`src/rtl/adc_scan_pkg.sv`:
```
package adc_scan_pkg;

  typedef enum logic [1:0] {
    SEQ_IDLE   = 2'd0,
    SEQ_SAMPLE = 2'd1,
    SEQ_CONV   = 2'd2
  } seq_state_e;

  typedef enum logic [1:0] {
    SRC_SOFT  = 2'b00,
    SRC_TIMER = 2'b01,
    SRC_NONE  = 2'b10,
    SRC_PIN   = 2'b11
  } start_src_e;

  // field positions in the select register
  localparam int SEL_SRC_LSB = 3;
  localparam int SEL_MODE_BIT = 5;
  localparam int SEL_LO_LSB = 8;
  localparam int SEL_HI_LSB = 11;
  // field positions in the control register
  localparam int CTL_RUN_BIT = 1;
  localparam int CTL_SAMP_LSB = 8;

endpackage

```
`src/rtl/adc_start_mux.sv`:
```
module adc_start_mux
  import adc_scan_pkg::*;
#(
  parameter int SYNC_N = 2
) (
  input  logic       clk,
  input  logic       rst_n,
  input  logic [1:0] src_sel,
  input  logic       soft_go,
  input  logic       tmr_match,
  input  logic       ext_trig_n,
  output logic       start_req
);

  logic [SYNC_N-1:0] pin_sync_q;
  logic [SYNC_N-1:0] pin_sync_d;
  logic              pin_low;

  always_comb begin
    pin_sync_d = {pin_sync_q[SYNC_N-2:0], ext_trig_n};
  end

  always_ff @(posedge clk or negedge rst_n) begin
    if (!rst_n) begin
      pin_sync_q <= '1;
    end else begin
      pin_sync_q <= pin_sync_d;
    end
  end

  assign pin_low = ~pin_sync_q[SYNC_N-1];

  always_comb begin
    case (start_src_e'(src_sel))
      SRC_SOFT:  start_req = soft_go;
      SRC_TIMER: start_req = tmr_match;
      SRC_PIN:   start_req = pin_low;
      default:   start_req = 1'b0;
    endcase
  end

endmodule

```
`src/rtl/adc_scan_seq.sv`:
```
module adc_scan_seq
  import adc_scan_pkg::*;
#(
  parameter int CH_W  = 3,
  parameter int CNT_W = 4
) (
  input  logic            clk,
  input  logic            rst_n,
  input  logic            start_req,
  input  logic            mode_cont,
  input  logic [CH_W-1:0] ch_lo,
  input  logic [CH_W-1:0] ch_hi,
  input  logic [1:0]      samp_code,
  input  logic            stop_req,
  input  logic            afe_done,
  output logic            busy,
  output logic            afe_sample,
  output logic            afe_conv,
  output logic [CH_W-1:0] afe_chan,
  output logic            res_we
);

  seq_state_e      state_q, state_d;
  logic [CH_W-1:0] chan_q, chan_d;
  logic [CH_W-1:0] lo_q, lo_d;
  logic [CH_W-1:0] hi_q, hi_d;
  logic            cont_q, cont_d;
  logic [CNT_W-1:0] cnt_q, cnt_d;
  logic [CNT_W-1:0] samp_last;
  logic            load_en;

  // sampling length minus one: 2, 4, 6 or 8
  assign samp_last = CNT_W'(2) + CNT_W'({samp_code, 1'b0});

  always_comb begin
    state_d = state_q;
    chan_d  = chan_q;
    lo_d    = lo_q;
    hi_d    = hi_q;
    cont_d  = cont_q;
    cnt_d   = cnt_q;
    load_en = 1'b0;
    case (state_q)
      SEQ_IDLE: begin
        if (start_req) begin
          load_en = 1'b1;
          lo_d    = ch_lo;
          hi_d    = (ch_hi < ch_lo) ? ch_lo : ch_hi;
          cont_d  = mode_cont;
          chan_d  = ch_lo;
          cnt_d   = '0;
          state_d = SEQ_SAMPLE;
        end
      end
      SEQ_SAMPLE: begin
        if (cnt_q == samp_last) begin
          cnt_d   = '0;
          state_d = SEQ_CONV;
        end else begin
          cnt_d = cnt_q + CNT_W'(1);
        end
      end
      SEQ_CONV: begin
        if (afe_done) begin
          cnt_d = '0;
          if (stop_req) begin
            state_d = SEQ_IDLE;
          end else if (chan_q == hi_q) begin
            if (cont_q) begin
              chan_d  = lo_q;
              state_d = SEQ_SAMPLE;
            end else begin
              state_d = SEQ_IDLE;
            end
          end else begin
            chan_d  = chan_q + CH_W'(1);
            state_d = SEQ_SAMPLE;
          end
        end
      end
      default: state_d = SEQ_IDLE;
    endcase
  end

  always_ff @(posedge clk or negedge rst_n) begin
    if (!rst_n) begin
      state_q <= SEQ_IDLE;
      chan_q  <= '0;
      cnt_q   <= '0;
    end else begin
      state_q <= state_d;
      chan_q  <= chan_d;
      cnt_q   <= cnt_d;
    end
  end

  always_ff @(posedge clk or negedge rst_n) begin
    if (!rst_n) begin
      lo_q   <= '0;
      hi_q   <= '0;
      cont_q <= 1'b0;
    end else if (load_en) begin
      lo_q   <= lo_d;
      hi_q   <= hi_d;
      cont_q <= cont_d;
    end
  end

  assign busy       = (state_q != SEQ_IDLE);
  assign afe_sample = (state_q == SEQ_SAMPLE);
  assign afe_conv   = (state_q == SEQ_CONV);
  assign afe_chan   = chan_q;
  assign res_we     = afe_conv && afe_done;

  // the sample phase always hands over to a convert request
  a_r9_sample_to_conv: assert property (@(posedge clk) disable iff (!rst_n)
    $fell(afe_sample) |-> afe_conv);

  // the active channel stays inside the latched window
  a_r6_chan_in_window: assert property (@(posedge clk) disable iff (!rst_n)
    busy |-> (afe_chan >= lo_q && afe_chan <= hi_q));

  // a convert request is held until the front end answers
  a_r10_conv_held: assert property (@(posedge clk) disable iff (!rst_n)
    (afe_conv && !afe_done) |=> afe_conv);

  a_r9_phases_exclusive: assert property (@(posedge clk) disable iff (!rst_n)
    $onehot0({afe_sample, afe_conv}));

  // the counter never runs past the longest window
  a_r9_window_bound: assert property (@(posedge clk) disable iff (!rst_n)
    afe_sample |-> (cnt_q <= CNT_W'(8)));

endmodule

```
`src/rtl/adc_result_bank.sv`:
```
module adc_result_bank #(
  parameter int CH_W  = 3,
  parameter int RES_W = 10
) (
  input  logic                           clk,
  input  logic                           rst_n,
  input  logic                           wr_en,
  input  logic [CH_W-1:0]                wr_ch,
  input  logic [RES_W-1:0]               wr_data,
  input  logic                           clr_en,
  input  logic [CH_W-1:0]                clr_ch,
  output logic [(1<<CH_W)-1:0][RES_W-1:0] res_o,
  output logic [(1<<CH_W)-1:0]           flag_o
);

  localparam int NUM_CH = 1 << CH_W;

  for (genvar g = 0; g < NUM_CH; g++) begin : g_slot
    logic wr_hit, clr_hit, flag_d;

    assign wr_hit  = wr_en && (wr_ch == CH_W'(g));
    assign clr_hit = clr_en && (clr_ch == CH_W'(g));

    always_comb begin
      flag_d = flag_o[g];
      if (wr_hit) flag_d = 1'b1;
      else if (clr_hit) flag_d = 1'b0;
    end

    always_ff @(posedge clk or negedge rst_n) begin
      if (!rst_n) begin
        flag_o[g] <= 1'b0;
      end else begin
        flag_o[g] <= flag_d;
      end
    end

    always_ff @(posedge clk or negedge rst_n) begin
      if (!rst_n) begin
        res_o[g] <= '0;
      end else if (wr_hit) begin
        res_o[g] <= wr_data;
      end
    end
  end

  // a stored result always leaves its ready flag set
  a_r10_flag_after_store: assert property (@(posedge clk) disable iff (!rst_n)
    wr_en |=> flag_o[$past(wr_ch)]);

  // reading a slot clears its flag unless a store hits it at once
  a_r10_read_clears: assert property (@(posedge clk) disable iff (!rst_n)
    (clr_en && !(wr_en && wr_ch == clr_ch)) |=> !flag_o[$past(clr_ch)]);

endmodule

```
`src/rtl/adc_scan_ctrl.sv`:
```
module adc_scan_ctrl
  import adc_scan_pkg::*;
#(
  parameter int CH_W   = 3,
  parameter int RES_W  = 10,
  parameter int DATA_W = 16,
  parameter int ADDR_W = CH_W + 1
) (
  input  logic              clk,
  input  logic              rst_n,
  input  logic              bus_wr,
  input  logic              bus_rd,
  input  logic [ADDR_W-1:0] bus_addr,
  input  logic [DATA_W-1:0] bus_wdata,
  output logic [DATA_W-1:0] bus_rdata,
  input  logic              tmr_match,
  input  logic              ext_trig_n,
  output logic              afe_sample,
  output logic              afe_conv,
  output logic [CH_W-1:0]   afe_chan,
  input  logic              afe_done,
  input  logic [RES_W-1:0]  afe_result
);

  localparam int NUM_CH = 1 << CH_W;
  localparam logic [ADDR_W-1:0] A_SEL  = ADDR_W'(0);
  localparam logic [ADDR_W-1:0] A_CTL  = ADDR_W'(1);
  localparam logic [ADDR_W-1:0] A_FLAG = ADDR_W'(2);

  logic [1:0] rst_pipe_q;
  logic       rst_sync_n;

  always_ff @(posedge clk or negedge rst_n) begin
    if (!rst_n) rst_pipe_q <= 2'b00;
    else        rst_pipe_q <= {rst_pipe_q[0], 1'b1};
  end
  assign rst_sync_n = rst_pipe_q[1];

  // register fields
  logic [1:0]      src_q, src_d;
  logic            mode_q, mode_d;
  logic [CH_W-1:0] lo_q, lo_d;
  logic [CH_W-1:0] hi_q, hi_d;
  logic [1:0]      samp_q, samp_d;
  logic            stop_q, stop_d;
  logic            sel_we, ctl_we;
  logic            soft_go, start_req, busy, res_we;
  logic            is_res_addr;
  logic [DATA_W-1:0] rdata_d;
  logic [NUM_CH-1:0][RES_W-1:0] res_all;
  logic [NUM_CH-1:0]            flags;

  assign sel_we      = bus_wr && (bus_addr == A_SEL);
  assign ctl_we      = bus_wr && (bus_addr == A_CTL);
  assign is_res_addr = bus_addr[ADDR_W-1];
  assign soft_go     = ctl_we && bus_wdata[CTL_RUN_BIT];

  always_comb begin
    src_d  = bus_wdata[SEL_SRC_LSB +: 2];
    mode_d = bus_wdata[SEL_MODE_BIT];
    lo_d   = bus_wdata[SEL_LO_LSB +: CH_W];
    hi_d   = bus_wdata[SEL_HI_LSB +: CH_W];
    samp_d = bus_wdata[CTL_SAMP_LSB +: 2];
    stop_d = stop_q;
    if (!busy) stop_d = 1'b0;
    if (ctl_we && !bus_wdata[CTL_RUN_BIT] && busy) stop_d = 1'b1;
  end

  always_ff @(posedge clk or negedge rst_sync_n) begin
    if (!rst_sync_n) begin
      src_q  <= 2'b00;
      mode_q <= 1'b0;
      lo_q   <= '0;
      hi_q   <= '0;
    end else if (sel_we) begin
      src_q  <= src_d;
      mode_q <= mode_d;
      lo_q   <= lo_d;
      hi_q   <= hi_d;
    end
  end

  always_ff @(posedge clk or negedge rst_sync_n) begin
    if (!rst_sync_n) begin
      samp_q <= 2'b11;
    end else if (ctl_we) begin
      samp_q <= samp_d;
    end
  end

  always_ff @(posedge clk or negedge rst_sync_n) begin
    if (!rst_sync_n) stop_q <= 1'b0;
    else             stop_q <= stop_d;
  end

  adc_start_mux #(.SYNC_N(2)) u_start (
    .clk        (clk),
    .rst_n      (rst_sync_n),
    .src_sel    (src_q),
    .soft_go    (soft_go),
    .tmr_match  (tmr_match),
    .ext_trig_n (ext_trig_n),
    .start_req  (start_req)
  );

  adc_scan_seq #(.CH_W(CH_W), .CNT_W(4)) u_seq (
    .clk        (clk),
    .rst_n      (rst_sync_n),
    .start_req  (start_req),
    .mode_cont  (mode_q),
    .ch_lo      (lo_q),
    .ch_hi      (hi_q),
    .samp_code  (samp_q),
    .stop_req   (stop_q),
    .afe_done   (afe_done),
    .busy       (busy),
    .afe_sample (afe_sample),
    .afe_conv   (afe_conv),
    .afe_chan   (afe_chan),
    .res_we     (res_we)
  );

  adc_result_bank #(.CH_W(CH_W), .RES_W(RES_W)) u_bank (
    .clk     (clk),
    .rst_n   (rst_sync_n),
    .wr_en   (res_we),
    .wr_ch   (afe_chan),
    .wr_data (afe_result),
    .clr_en  (bus_rd && is_res_addr),
    .clr_ch  (bus_addr[CH_W-1:0]),
    .res_o   (res_all),
    .flag_o  (flags)
  );

  always_comb begin
    rdata_d = '0;
    if (is_res_addr) begin
      rdata_d[RES_W-1:0] = res_all[bus_addr[CH_W-1:0]];
    end else if (bus_addr == A_SEL) begin
      rdata_d[SEL_SRC_LSB +: 2]    = src_q;
      rdata_d[SEL_MODE_BIT]        = mode_q;
      rdata_d[SEL_LO_LSB +: CH_W]  = lo_q;
      rdata_d[SEL_HI_LSB +: CH_W]  = hi_q;
    end else if (bus_addr == A_CTL) begin
      rdata_d[CTL_SAMP_LSB +: 2] = samp_q;
      rdata_d[CTL_RUN_BIT]       = busy;
    end else if (bus_addr == A_FLAG) begin
      rdata_d[NUM_CH-1:0] = flags;
    end
  end

  always_ff @(posedge clk or negedge rst_sync_n) begin
    if (!rst_sync_n) begin
      bus_rdata <= '0;
    end else if (bus_rd) begin
      bus_rdata <= rdata_d;
    end
  end

  // an idle block with the reserved source selected stays idle
  a_r5_reserved_no_start: assert property (@(posedge clk) disable iff (!rst_sync_n)
    (!busy && src_q == 2'b10) |=> !busy);

  // every scan opens on the programmed start channel
  a_r6_scan_opens_at_lo: assert property (@(posedge clk) disable iff (!rst_sync_n)
    $rose(busy) |-> (afe_chan == $past(lo_q)));

  // a new scan always opens with a sample phase
  a_r9_start_samples: assert property (@(posedge clk) disable iff (!rst_sync_n)
    $rose(busy) |-> afe_sample);

endmodule

```
`config.mk`:
```
export PLATFORM = sky130hd
export DESIGN_NAME = adc_scan_ctrl
export DESIGN_NICKNAME = d
export VERILOG_FILES = /design/src/rtl/adc_scan_pkg.sv /design/src/rtl/adc_start_mux.sv /design/src/rtl/adc_scan_seq.sv /design/src/rtl/adc_result_bank.sv /design/src/rtl/adc_scan_ctrl.sv
export SDC_FILE = /design/constraint.sdc
export NUM_CORES = 1
export LEC_CHECK = 0
export CAP_MARGIN = 5
export CORE_MARGIN = 3
export CORE_UTILIZATION = 35
export DETAILED_ROUTE_END_ITERATION = 10
export PLACE_DENSITY = 0.53
export REMOVE_ABC_BUFFERS = 1
export SLEW_MARGIN = 10
export SYNTH_ARGS = -nofsm -noshare
export SYNTH_HDL_FRONTEND = slang
export SYNTH_HIERARCHICAL = 1
export SYNTH_SLANG_ARGS = --single-unit
```
`constraint.sdc`:
```
create_clock -name clk -period 7.2 [get_ports clk]
set_input_delay 0.72 -clock clk [delete_from_list [all_inputs] [get_ports clk]]
set_output_delay 0.72 -clock clk [all_outputs]
set_load 0.005 [all_outputs]
```
==> results <==
- The design internal power is 1.99 mW.
- For this design the static power due to leakage is 3.54 nW.
- The final count of hold timing violations is 0.
- After clock tree synthesis, the repair step resized 0 gates.
- The routed design could run at a clock period as short as 3.23 ns.
- The die outline area is 20100 sq um.
- In the routed layout, each cell is associated on average with a via count of 5.21.
- Data arrives at the worst endpoint at 3.53 ns.
- Max-cap violations in this run came to 0.
- TritonCTS built the clock tree.
- The final HPWL from detailed placement is 9470 um.
- The number of global-route vias before repair is 4237.
- The number of setup buffers added after CTS is 0.
- For this run the aggregate overflow at the end of global routing stands at 0.
- STA classifies the critical path endpoint as a register.
- For this run, the number of Yosys warnings is 6.
- The pre-CTS setup slack is 3.56 ns.
- The category of the most critical setup path is in -> reg.
- The sort of element at the start of the critical path is a primary input.
- The number of pins exceeding their max-slew limit in the final report was 0.
- The cell area reported after detailed placement is 7140 sq um.
- The count of H-tree levels built during CTS is 4.
- Combinational cells account for 25.8% of the total power.
- Once layout is done, the placed cells without fillers occupy 7720 sq um.
- The launch point of the worst hold path is rst_pipe_q[0]$_DFF_PN0_.
- Setup violations remaining at the end of the flow were counted as 0.
- The later pin in the worst-skew pair is clocked with a latency of 0.41 ns.
- The first global-routing pass estimated 24300 um of wire.
- Summing the sequential cell areas from Yosys gives 51.9% of the chip area.
- The synthesized flop and latch total is 134.
- The async set-reset flop share out of synthesis is 100%.
- For this run, the detailed router's first-pass iteration total came to 5.
- The residual DRC count is 0.
- The share of total power dissipated in the clock network is 30.9%.
- The final critical-path share of the clock period is 44.9%.
- The slack of the worst reg-to-reg path is 4.42 ns.
- The die is 142 um wide.
- The net count of the finished layout is 572.
- The worst pin sits at a relative slew slack of 29.0%.
- The end point of the most critical hold path is rst_pipe_q[1]$_DFF_PN0_.
- The number of top-level pins is 58.
- 0 antenna diodes ended up in the layout.
- In this run the critical register-to-register path is captured at u_bank/res_o[53]$_DFFE_PN0P_.
- Leaving out fill and tap cells, the most frequent cell in the layout is dfrtp_1.
- The maximum vdd ir drop is 0.179 mV.
- The height of the chip is 142 um.
- The worst register-to-register path has a depth of 5.
- The maximum net fanout on the critical path is 14.
- Net switching is 28.5% of the power.
- In this run the remaining antenna-violating nets after routing total 0.
- The worst clock skew on the final layout is 0.00749 ns.
- The initial utilization of the core area, before any placement, comes to 35.8%.
- In the final layout, the share of cells above drive strength 1 is 20.0%.
- Synthesis produced a netlist whose cell count is 478.
- The slew of the pin with the lowest slew margin is 1.07 ns.
- The hold path depth is 0.
- The worst endpoint required time is 7.50 ns.
- Setup repair after global routing left no endpoint under its margin.
- The count of filler cells inserted in the layout is 1673.
- In this run, CTS created clock tree buffers numbering 17.
- The clock sink count is 134.
- The weighted congestion at the end of routability-driven global placement is 0.728.
- The initial antenna violation count is 0.
- From synthesis to final layout, the design area changed by 19.4%.
- For this run, the top clock speed supported by timing is 309 MHz.
- The number of synthesized flops with an enable pin is 0.
- The maximum root-to-sink buffer count is 2.
- The final route contains 4007 vias.
- The top cell types in the final layout, fill and taps aside, are dfrtp_1 (129), clkdlybuf4s50_1 (48), mux2_1 (45).
- The worst flop-to-flop path startpoint is u_seq/state_q[0]$_DFFE_PN0P_.
- The total length of routed wires is 15000 um.
- Entering global routing, the biggest net connects 85 pins.
- Sequential cells burn 43.4% of the power.
- Setup slack closes at 3.97 ns.
- The average detailed-routed wire length per instance is 19.5 um.
- Among all flip-flop cells after synthesis, the most frequent one is dfrtp_1.
- The floorplan has 49 rows.
- The clock input transition at the sequential cells of the worst setup and hold paths is 0.06 ns.
- The switching component of the power is 794 uW.
- The mean cell area of the mapped netlist is 13.5 sq um.
- The worst hold path belongs to the class reg -> reg.
- The first routing iteration left 204 violations.
- Power spread over the standard cell area amounts to 360 nW/um^2.
- After synthesis the cells add up to 6470 sq um.
- The hold buffer count at cts is 0.
- The flow ran to the end, and the final reports show no timing, DRC or antenna violations.
- The port buffer count is 49.
- The total area inside the core boundary comes to 18100 sq um.
- The setup TNS after final layout is 0 ns.
- The distinct cell type count after synthesis is 58.
- In the global route stage, overall resource usage came out at 15.7%.
- The clock root buffer is clkbuf_16.
-- synthesized netlist by cell type, types with 4 or more instances --
master / number / area share [%]
buf_2: 7 / 0.54
xor2_1: 5 / 0.68
inv_1: 20 / 1.2
a22oi_1: 10 / 1.2
mux4_1: 6 / 2.4
nor2b_1: 5 / 0.48
nor2_1: 8 / 0.46
a21o_1: 6 / 0.70
mux2_2: 22 / 3.8
nand2_1: 23 / 1.3
o21ai_0: 19 / 1.5
and2_1: 4 / 0.39
nand2b_1: 5 / 0.48
buf_6: 6 / 1.0
mux2_4: 27 / 6.3
clkbuf_1: 6 / 0.35
o22ai_1: 4 / 0.39
dfstp_2: 4 / 1.6
mux2i_1: 18 / 2.8
a21oi_1: 5 / 0.39
ha_1: 5 / 0.97
nand4_1: 5 / 0.48
nand3_1: 19 / 1.5
nand3b_1: 4 / 0.46
mux2_1: 45 / 7.8
buf_4: 4 / 0.46
dfrtp_1: 130 / 50
mux4_2: 8 / 2.8
-- worst max-delay path, cell delays in order --
cell             delay, ns
clkdlybuf4s50_1       0.68
nor3_1                0.46
and3_1                0.29
and2_1                0.14
mux2i_1               0.06
o22ai_1               0.26
nand2_1               0.35
nand2_1               0.22
mux2_2                0.35
-- sequential cells by signal (all words and copies together), names as in the netlist, 2 cells and up --
signal	count
u_bank/res_o	80
u_seq/cnt_q	4
bus_rdata	14
u_seq/afe_chan	3
u_seq/hi_q	3
samp_q	2
hi_q	3
u_bank/flag_o	8
u_seq/state_q	2
u_seq/lo_q	3
src_q	2
lo_q	3
rst_pipe_q	2
u_start/pin_sync_q	2
-- power by group through the flow --
| stage | Combinational, mW | Sequential [mW] | Clock, mW |
|---|---|---|---|
| 2_1_floorplan | 0.520 | 1.16 | 0 |
| 3_3_place_gp | 0.694 | 1.20 | 0 |
| 3_5_place_dp | 0.718 | 1.22 | 0 |
| 4_1_cts | 0.721 | 1.21 | 0.879 |
| 5_1_grt | 0.787 | 1.25 | 0.914 |
| 6_report | 0.718 | 1.21 | 0.859 |
-- cells by family (layout without fill, tap and decap cells) --
group / count (synthesis) / in the layout / synth area share (%)
compound gates: 64 / 64 / 7.02
xor+xnor: 8 / 8 / 1.08
fa+ha+maj: 5 / 5 / 0.967
buf+inv: 43 / 104 / 3.56
flops: 134 / 134 / 51.9
mux: 126 / 126 / 25.9
other cells: 2 / 3 / 0.116
simple gates: 96 / 96 / 9.38
-- worst max path at each step --
stage / slack [ns] / to / cells past startpoint / start
floorplan: 3.20 / bus_rdata[0]$_DFFE_PN0P_ / 0 / rst_pipe_q[1]$_DFF_PN0_
global placement: 3.59 / u_seq/afe_chan[1]$_DFFE_PN0P_ / 9 / bus_addr[3]
detailed placement: 3.56 / u_seq/afe_chan[1]$_DFFE_PN0P_ / 9 / bus_addr[3]
CTS: 3.99 / u_seq/afe_chan[1]$_DFFE_PN0P_ / 9 / bus_addr[3]
global route: 3.75 / u_seq/afe_chan[1]$_DFFE_PN0P_ / 9 / bus_addr[3]
finish: 3.97 / u_seq/afe_chan[1]$_DFFE_PN0P_ / 9 / bus_addr[3]
-- area by class of cell --
cell class,instances,area [sq um],share of cell area [%]
clock buffers,27,553,7.16
repair buffers,55,531,6.87
well taps,229,287,3.71
clock inverters,2,35.0,0.454
inverters,20,75.1,0.972
flip-flops and latches,134,3360,43.5
multi-input cells,302,2880,37.3
-- metrics by stage --
stage / utilization (%) / std cells / hold slack, ns / total power [mW]
6_report: 42.7 / 769 / 0.347 / 2.78
5_1_grt: 42.7 / 769 / 0.360 / 2.95
4_1_cts: 42.7 / 769 / 0.350 / 2.81
3_5_place_dp: 39.5 / 740 / 0.337 / 1.94
3_3_place_gp: 39.5 / 740 / 0.335 / 1.89
2_1_floorplan: - / 456 / 0.331 / 1.68
-- metal layers --
metal	wire length [um]	vias to the layer above	part of all wire, %	global-route usage [%]
met2	7080	74	47	24.5
met1	7310	2065	49	22.0
met5	0	-	0	0
met3	479	10	3.2	3.80
met4	114	0	0.76	4.44
li1	-	1858	-	-
Power figures use the tool's default switching activity.
